<file path="src/rtl/pcit_pkg.sv">
package pcit_pkg;

  localparam int AD_W  = 32;
  localparam int LANES = AD_W / 8;

  localparam logic [LANES-1:0] CMD_MEM_RD = 4'b0110;
  localparam logic [LANES-1:0] CMD_MEM_WR = 4'b0111;

  typedef enum logic [2:0] {
    ST_IDLE,
    ST_WAIT,
    ST_DATA,
    ST_REL,
    ST_SKIP
  } busState_e;

  // strobes from control to datapath
  typedef struct packed {
    logic capture;  // latch start index and direction
    logic xfer;     // one word moves on this edge
  } dpStrobes_t;

endpackage

</file>
<file path="src/rtl/pcit_datapath.sv">
module pcit_datapath
  import pcit_pkg::*;
#(
  parameter int              WORDS     = 8,
  parameter logic [AD_W-1:0] BASE_ADDR = 32'h0000_4000
) (
  input  logic             clk,
  input  logic             rstN,
  input  dpStrobes_t       strobes,
  input  logic [AD_W-1:0]  adIn,
  input  logic [LANES-1:0] cbeN,
  output logic             addrHit,
  output logic             cmdRead,
  output logic             cmdWrite,
  output logic             writeMode,
  output logic [AD_W-1:0]  adOut
);

  localparam int              IDX_W     = (WORDS > 1) ? $clog2(WORDS) : 1;
  localparam logic [AD_W-1:0] WIN_BYTES = AD_W'(WORDS * LANES);
  localparam logic [IDX_W-1:0] LAST_IDX = IDX_W'(WORDS - 1);

  logic [AD_W-1:0]  offset;
  logic [IDX_W-1:0] wordIdx;
  logic [AD_W-1:0]  rowData [WORDS];

  // address window and command decode
  always_comb begin
    offset   = adIn - BASE_ADDR;
    addrHit  = (adIn >= BASE_ADDR) && (offset < WIN_BYTES);
    cmdRead  = (cbeN == CMD_MEM_RD);
    cmdWrite = (cbeN == CMD_MEM_WR);
  end

  // word index and direction
  always_ff @(posedge clk or negedge rstN) begin
    if (!rstN) begin
      wordIdx   <= '0;
      writeMode <= 1'b0;
    end else if (strobes.capture) begin
      wordIdx   <= offset[IDX_W+1:2];
      writeMode <= cmdWrite;
    end else if (strobes.xfer) begin
      wordIdx   <= (wordIdx == LAST_IDX) ? '0 : wordIdx + 1'b1;
    end
  end

  // register array, one row per word, byte-lane enables
  for (genvar w = 0; w < WORDS; w++) begin : g_row
    logic            rowSel;
    logic [AD_W-1:0] rowQ;

    assign rowSel = strobes.xfer && writeMode && (wordIdx == IDX_W'(w));

    always_ff @(posedge clk or negedge rstN) begin
      if (!rstN) begin
        rowQ <= '0;
      end else if (rowSel) begin
        for (int b = 0; b < LANES; b++) begin
          if (!cbeN[b]) rowQ[b*8 +: 8] <= adIn[b*8 +: 8];
        end
      end
    end

    assign rowData[w] = rowQ;
  end

  assign adOut = rowData[wordIdx];

endmodule

</file>
<file path="src/rtl/pcit_ctrl.sv">
module pcit_ctrl
  import pcit_pkg::*;
#(
  parameter int INIT_WAIT = 1
) (
  input  logic       clk,
  input  logic       rstN,
  input  logic       frameN,
  input  logic       irdyN,
  input  logic       addrHit,
  input  logic       cmdRead,
  input  logic       cmdWrite,
  input  logic       writeMode,
  output dpStrobes_t strobes,
  output logic       trdyN,
  output logic       trdyOe,
  output logic       devselN,
  output logic       devselOe,
  output logic       adOutEn
);

  // reads need at least one cycle for the data-line turnaround
  localparam int RD_WAIT = (INIT_WAIT < 1) ? 1 : INIT_WAIT;
  localparam int CNT_W   = $clog2(RD_WAIT + 1);
  localparam logic [CNT_W-1:0] WR_LOAD = CNT_W'(INIT_WAIT);
  localparam logic [CNT_W-1:0] RD_LOAD = CNT_W'(RD_WAIT);
  localparam logic [CNT_W-1:0] ONE     = CNT_W'(1);

  busState_e        state, stateNext;
  logic [CNT_W-1:0] waitCnt, waitNext, loadVal;
  logic             adDrive, adDriveNext;
  logic             addrPhase, claim, xferNow, lastXfer, engaged;

  always_comb begin
    addrPhase = ((state == ST_IDLE) || (state == ST_REL)) && !frameN;
    claim     = addrPhase && addrHit && (cmdRead || cmdWrite);
    loadVal   = cmdWrite ? WR_LOAD : RD_LOAD;
    xferNow   = (state == ST_DATA) && !irdyN;
    lastXfer  = xferNow && frameN;
  end

  always_comb begin
    stateNext   = state;
    waitNext    = waitCnt;
    adDriveNext = 1'b0;
    case (state)
      ST_IDLE, ST_REL: begin
        if (addrPhase) begin
          if (claim) begin
            waitNext  = loadVal;
            stateNext = (loadVal == '0) ? ST_DATA : ST_WAIT;
          end else begin
            stateNext = ST_SKIP;
          end
        end else begin
          stateNext = ST_IDLE;
        end
      end
      ST_WAIT: begin
        adDriveNext = !writeMode;
        waitNext    = waitCnt - ONE;
        if (waitCnt == ONE) stateNext = ST_DATA;
      end
      ST_DATA: begin
        adDriveNext = adDrive && !lastXfer;
        if (lastXfer) stateNext = ST_REL;
      end
      ST_SKIP: begin
        if (frameN && irdyN) stateNext = ST_IDLE;
      end
      default: stateNext = ST_IDLE;
    endcase
  end

  always_ff @(posedge clk or negedge rstN) begin
    if (!rstN) begin
      state   <= ST_IDLE;
      waitCnt <= '0;
      adDrive <= 1'b0;
    end else begin
      state   <= stateNext;
      waitCnt <= waitNext;
      adDrive <= adDriveNext;
    end
  end

  always_comb begin
    engaged         = (state == ST_WAIT) || (state == ST_DATA) || (state == ST_REL);
    strobes.capture = claim;
    strobes.xfer    = xferNow;
    devselOe        = engaged;
    devselN         = !((state == ST_WAIT) || (state == ST_DATA));
    trdyOe          = engaged;
    trdyN           = (state != ST_DATA);
    adOutEn         = adDrive;
  end

endmodule

</file>
<file path="src/rtl/pcit_target.sv">
module pcit_target
  import pcit_pkg::*;
#(
  parameter int              WORDS     = 8,
  parameter logic [AD_W-1:0] BASE_ADDR = 32'h0000_4000,
  parameter int              INIT_WAIT = 1
) (
  input  logic             clk,
  input  logic             rstN,
  input  logic             frameN,
  input  logic             irdyN,
  input  logic [LANES-1:0] cbeN,
  input  logic [AD_W-1:0]  adIn,
  output logic [AD_W-1:0]  adOut,
  output logic             adOutEn,
  output logic             trdyN,
  output logic             trdyOe,
  output logic             devselN,
  output logic             devselOe
);

  dpStrobes_t strobes;
  logic       addrHit, cmdRead, cmdWrite, writeMode;

  pcit_ctrl #(
    .INIT_WAIT(INIT_WAIT)
  ) ctrl_i (
    .clk      (clk),
    .rstN     (rstN),
    .frameN   (frameN),
    .irdyN    (irdyN),
    .addrHit  (addrHit),
    .cmdRead  (cmdRead),
    .cmdWrite (cmdWrite),
    .writeMode(writeMode),
    .strobes  (strobes),
    .trdyN    (trdyN),
    .trdyOe   (trdyOe),
    .devselN  (devselN),
    .devselOe (devselOe),
    .adOutEn  (adOutEn)
  );

  pcit_datapath #(
    .WORDS    (WORDS),
    .BASE_ADDR(BASE_ADDR)
  ) dp_i (
    .clk      (clk),
    .rstN     (rstN),
    .strobes  (strobes),
    .adIn     (adIn),
    .cbeN     (cbeN),
    .addrHit  (addrHit),
    .cmdRead  (cmdRead),
    .cmdWrite (cmdWrite),
    .writeMode(writeMode),
    .adOut    (adOut)
  );

endmodule

</file>
<file path="config.mk">
export PLATFORM = sky130hd
export DESIGN_NAME = pcit_target
export DESIGN_NICKNAME = d
export VERILOG_FILES = /design/src/rtl/pcit_pkg.sv /design/src/rtl/pcit_datapath.sv /design/src/rtl/pcit_ctrl.sv /design/src/rtl/pcit_target.sv
export SDC_FILE = /design/constraint.sdc
export NUM_CORES = 1
export LEC_CHECK = 0
export BUFFER_PORTS_ARGS = -buffer_cell sky130_fd_sc_hd__buf_2
export CORE_MARGIN = 2
export CORE_UTILIZATION = 55
export CTS_CLUSTER_DIAMETER = 80
export DETAILED_ROUTE_END_ITERATION = 8
export GPL_ROUTABILITY_DRIVEN = 0
export PLACE_DENSITY_LB_ADDON = 0.15
export SYNTH_ARGS = -nofsm -noshare
export SYNTH_HDL_FRONTEND = slang
export SYNTH_SLANG_ARGS = --single-unit
export TNS_END_PERCENT = 20
</file>
<file path="constraint.sdc">
create_clock -name clk -period 2.27 [get_ports clk]
set_clock_uncertainty 0.1 [all_clocks]
set_input_delay 0.454 -clock clk [delete_from_list [all_inputs] [get_ports clk]]
set_output_delay 0.454 -clock clk [all_outputs]
set_load 0.02 [all_outputs]
</file>
==> After elaboration in Yosys (flattened, before gate mapping) <==
Cells that the tools add are included.
{ "totals": {"reg_bits": 265, "in_bits": 40, "output_inout_bits": 37, "elab_cells": 148} }
{ "classes": {"add_sub_neg": 3, "n_lt_le_gt_ge": 3, "eq_ne": 19, "muxes": 16, "bitwise_logic": 5, "n_reduce_logical": 65} }
{ "op_table": {"columns": ["op", "n"], "rows": [
  ["binary-select mux 32 bit (select 3 bit)", 1],
  ["two-way mux 32 bit", 2],
  ["AND reduction 2 bit", 32],
  [">= comparator 32 x 15 -> 1 bit (second input constant)", 1],
  ["< comparator 32 x 6 -> 1 bit (second input constant)", 1],
  ["subtractor 32 x 15 -> 32 bit (second input constant)", 1],
  ["two-way mux 3 bit", 8],
  ["logical AND 1 bit", 17],
  ["equality test 3 bit (second input constant)", 5],
  ["equality test 3 x 2 -> 1 bit (second input constant)", 4],
  ["one-hot mux 3 bit (4 select lines)", 1],
  ["!= test 2 x 1 -> 1 bit (second input constant)", 5],
  ["equality test 4 x 3 -> 1 bit (second input constant)", 2],
  ["equality test 3 x 1 -> 1 bit (second input constant)", 2],
  ["zero test 3 bit", 2],
  ["AND reduction 3 bit", 2],
  ["zero test 1 bit", 5],
  [">= comparator 4 bit (second input constant)", 1],
  ["logical OR 1 bit", 4],
  ["NOT 1 bit", 4],
  ["NOT 3 -> 4 bit", 1],
  ["one-hot mux 1 bit (2 select lines)", 2],
  ["nonzero test 2 bit", 2],
  ["adder 3 x 1 -> 3 bit (second input constant)", 1],
  ["4 further kinds", 5]
]} }

==> Logic depth before layout (Yosys ltp) <==
{ "depth": {"depth_word": 8, "ltp_mapped": 8, "mapped_depth_nobuf": 6} }

==> By module <==
From an unflattened synthesis, not the netlist that was laid out.
{ "unflattened": {"hier_cells": 849, "hier_area_um2": 12458.2} }
{ "modules_own_cells": {"columns": ["mod", "instances", "cells_each", "area_per_inst_um2", "seq_area_each_um2"], "rows": [
  ["pcit_datapath", 1, 807, 12101.6, 6506.2],
  ["pcit_ctrl", 1, 42, 356.6, 125.1]
]} }

==> Least setup slack after synthesis <==
No wires, ideal clock.
{ "synth_timing": {"path_kind": "register to output", "from": "register dp_i.wordIdx[0]", "to": "output adOut[22]", "t_arrival_ns": 1.681, "t_required_ns": 1.716, "slack_ns": 0.035, "stages_incl_launch_ff": 5, "n_path_buf": 1, "path_cell_list": "dfrtp_1 > buf_1 > mux4_2 > nand2_1 > nand2_1"} }
{ "synth_via": {"elab_chain_cells": 4} }
{ "synth_rtl": {"columns": ["element", "line_no", "rtl"], "rows": [
  ["start, declared", "pcit_datapath.sv:24", "logic [IDX_W-1:0] wordIdx;"],
  ["start signal, assigned", "pcit_datapath.sv:41", "wordIdx <= offset[IDX_W+1:2];"],
  ["start signal, assigned", "pcit_datapath.sv:44", "wordIdx <= (wordIdx == LAST_IDX) ? '0 : wordIdx + 1'b1;"],
  ["NOT 3 -> 4 bit (not written as such)", "pcit_datapath.sv:68", "assign adOut = rowData[wordIdx];"],
  ["binary-select mux 32 bit (select 3 bit)", "pcit_datapath.sv:68", null],
  ["two-way mux 32 bit (not written as such) (2 in series)", "pcit_datapath.sv:68", null],
  ["end, declared", "pcit_target.sv:14", "output logic [AD_W-1:0] adOut,"]
]} }
Every way passes these cells. The select of a mux whose other input is x is not followed.

==> Worst setup path in the final report <==
{ "layout_timing": {"from": "register dp_i.wordIdx[0]", "to": "output adOut[8]"} }
Same word-level chain as after synthesis.

==> implementation parameters <==
Parameter                              Value

Clocking
  Clk root buf ... clkbuf_16
  H-tree level count ... 1
  Clock sink count ... 265
  Maximum count of clock buffers along a single path ... 3
  CTS tree ... done
  Clock insertion delay at the later pin of the skew report ... 530 ps
  Clock slew at the register clock pins of the worst setup and hold paths ... 70 ps
  CTS Buf Count ... 28

STA
  Max-slew headroom ... 65.27%
  Final worst-path setup slack ... -379.6 ps
  Count of final hold-check violations ... 0
  Setup repair after global routing missed its margin ... yes
  Slew at the pin closest to its max-slew limit ... 516.2 ps
  Final Critical Period ... 2650 ps
  Final-report max-slew violation count ... 0
  Finish-stage setup viols ... 34
  Maximum achievable frequency ... 0.3774 GHz
  Worst hold slack after final layout ... 76.49 ps
  Setup TNS ... -11150 ps
  Final cycle utilization of the critical path ... 116.7%

Critical path
  Reg2Reg Setup Slack ... 0 ps
  End of the worst register-to-register path ... dp_i.g_row[4].rowQ[10]
  Delay-heaviest family, CP ... multiplexers
  Kind of capture point of the worst setup path ... primary output
  CP arrival ... 2100 ps
  Cell with the biggest individual delay on the critical path ... mux4_2
  Required time at the endpoint of the critical path ... 1720 ps
  Worst-path cell chain ... buf_8 > buf_12 > mux4_2 > nand2_2 > nand2_2 > buf_6
  Critical path fanouts, max ... 8
  Reg-to-reg critical path startpoint ... dp_i.wordIdx[0]
  Crit path launch type ... flop
  Cell count of the worst reg-to-reg path ... 7
  Worst path bufs/invs ... 3
  Type of the setup path with the least slack ... flop to primary output
  Crit path largest cell delay ... 520 ps
  Critical path's most frequent cell ... nand2_2

Drt
  Routed length on met1 ... 12.75 mm
  Detailed-routed wire length on met3 ... 1.251 mm
  Violation count after the first detailed-routing iteration ... 363
  Mean number of vias per cell ... 5.695
  Count of nets left with antenna violations after detail routing ... 0
  Wire length after detailed routing ... 30.15 mm
  WL per Instance ... 22.62 um
  Met2 Wirelength ... 15.58 mm
  Drt first pass iters ... 4
  DRC violations left ... 0
  Top layer reached by signal wires ... met5
  Number of vias in the routed layout ... 7592

Place
  Number of buffers added on ports ... 76
  Dpl cells ... 1273
  Worst-case setup slack after placement ... -184.1 ps
  Detailed-placement wirelength estimate ... 19.98 mm

Floorplanning
  Area of the core region ... 0.02326 sq mm
  Effective utilization at floorplan ... 55.39%
  Number of ports placed on the die boundary ... 77
  Height of the die ... 157.1 um
  Die outline area ... 0.02467 sq mm
  # rows ... 56
  Die width ... 157.1 um

Synth
  Post-synthesis sequential area ratio ... 51.47%
  Cell count after synthesis ... 843
  Netlist cell types ... 51
  Yosys warning count ... 0
  Number of synthesized register bits ... 265
  Mean area per synthesized cell ... 15.28 sq um
  Net Count, Synth ... 889
  Cell Area, Synth ... 0.01288 sq mm

Global route
  Vias in the first global route ... 8391
  Initial antenna violation count ... 1
  Global-route wire length before repair ... 47.84 mm
  Total grt overflow ... 0
  GRT Overall Usage ... 25.45%
  Pin count of the biggest net entering global routing ... 71

Outcome
  Outcome ... finished, violations left
  Violations in the final reports ... setup timing

Layout
  Count of placed standard cells in the final layout, fillers left out ... 1333
  Diode count ... 0
  Net count, final ... 1038
  Count of filler cells inserted in the layout ... 1622
  Fraction of final layout cells sized beyond drive strength 1 ... 50.10%
  Area delta synth->final ... 22.74%

Hold path
  Worst Hold Path EP ... dp_i.g_row[2].rowQ[22]
  Class of the worst hold path ... input port to flop
  Hold depth ... 2
  Start point of the worst min-delay path ... adIn[22]

Run
  Max_cap viols ... 0

Power and ir drop
  Leakage power summed over all cells ... 8.024 nW
  P per Cell Area ... 640.7 mW/mm^2
  Maximum vdd ir drop ... 0.0005229 V
[power breakdown]
group	internal [mW]	switching (mW)	total (mW)	leakage [nW]
Combinational	0.204	0.361	0.565	3.86
Clock	2.99	1.84	4.83	0.477
Sequential	4.73	0.0109	4.74	3.69
[worst reg2reg max path, cell delays in order (launching register included)]
cell and delay, ps:
dfrtp_4 510, buf_8 160, buf_4 150, inv_1 120, ha_2 240, nand3_4 220
nor2_8 280, mux2_1 370
[registers in the layout (all words and copies together), names as in the netlist]
name / cells
dp_i.g_row.rowQ: 256
ctrl_i.state: 3
dp_i.wordIdx: 3
ctrl_i.adOutEn: 1
ctrl_i.waitCnt: 1
dp_i.writeMode: 1
[repair_timing]
item	4_1_cts	5_1_grt
gates cloned	3	0
pin swaps	18	37
setup endpoints to repair	32	132
hold endpoints to repair	41	0
hold buffers	1	0
setup buffers	6	0
resized for setup	33	74
[stage by stage]
step,area [sq um],utilization (%),power [mW]
2_1_floorplan,12880,-,5.031
3_3_place_gp,14390,61.87,5.336
3_5_place_dp,14390,61.87,5.355
4_1_cts,15660,67.30,10.23
5_1_grt,15820,67.99,10.47
6_report,15820,67.99,10.13
[worst max path at each step]
stage / start / end / slack [ps] / depth (start not counted)
after floorplan: dp_i.wordIdx[0] / adOut[22] / 40 / 4
after global placement: adIn[27] / dp_i.wordIdx[2] / -150 / 7
after detailed placement: adIn[27] / ctrl_i.state[2] / -180 / 8
after CTS: dp_i.wordIdx[0] / adOut[7] / -450 / 7
after global routing: dp_i.wordIdx[0] / adOut[8] / -440 / 6
final: dp_i.wordIdx[0] / adOut[8] / -380 / 6
[layout make-up]
type	instances	area, sq um	area share (%)
sequential	265	6639	41.98
multi-input combinational	524	6053	38.28
timing repair buffer	165	1702	10.76
clock buffer	42	834.6	5.277
tap	319	399.1	2.524
clock inverter	10	157.7	0.9968
inverter	8	30.03	0.1899
[cells in the final DEF (no fill, tap or decap), drive strengths merged, types with 2 or more instances in the layout]
cell type,synthesis,final
dfrtp,265,265
nor2,38,38
nand4,3,3
bufinv,0,4
and3,2,2
clkinvlp,0,3
buf,29,164
mux4,64,64
nand2,104,104
nor4b,2,2
nand3,3,3
nand2b,2,2
nor4,6,6
nor3,4,4
a21oi,8,8
inv,7,7
ha,6,6
mux2,258,258
or2,9,9
clkinv,1,4
clkbuf,17,42
[synth_stat cells (all sizes together)]
library cell	instances	area (sq um)
a211oi	1	7.510
a21o	1	7.510
a21oi	8	43.79
a22oi	1	7.510
a31oi	1	6.260
a41oi	1	8.760
and2	1	8.760
and3	2	12.51
and4	1	11.26
buf	29	206.5
clkbuf	17	65.06
clkinv	1	3.750
dfrtp	265	6631
ha	6	75.07
inv	7	26.28
mux2	258	3153
mux2i	1	10.01
mux4	64	1441
nand2	104	402.9
nand2b	2	20.02
nand3	3	52.55
nand3b	1	7.510
nand4	3	18.77
nor2	38	392.9
nor2b	1	6.260
nor3	4	41.29
nor4	6	73.82
nor4b	2	23.77
nor4bb	1	10.01
o211a	1	10.01
o221ai	1	26.28
o31ai	1	7.510
or2	9	56.31
xnor2	1	8.760
[layer usage]
metal / GRT usage [%] / vias to the layer above
met5: 0 / -
met4: 5.844 / 2
met3: 3.579 / 46
met2: 45.01 / 140
met1: 33.62 / 4041
li1: - / 3363
[logic make-up (layout without fill, tap and decap cells)]
| logic type | count (synthesis) | count (layout) | share of synthesized area, % |
|---|---|---|---|
| mux | 323 | 323 | 35.74 |
| flops | 265 | 265 | 51.47 |
| simple gates | 178 | 178 | 8.837 |
| buf+inv | 54 | 225 | 2.340 |
| compound gates | 16 | 16 | 0.9712 |
| fa+ha+maj | 6 | 6 | 0.5826 |
| xor+xnor | 1 | 1 | 0.06799 |
No activity file was read; power rests on OpenSTA's default activity.
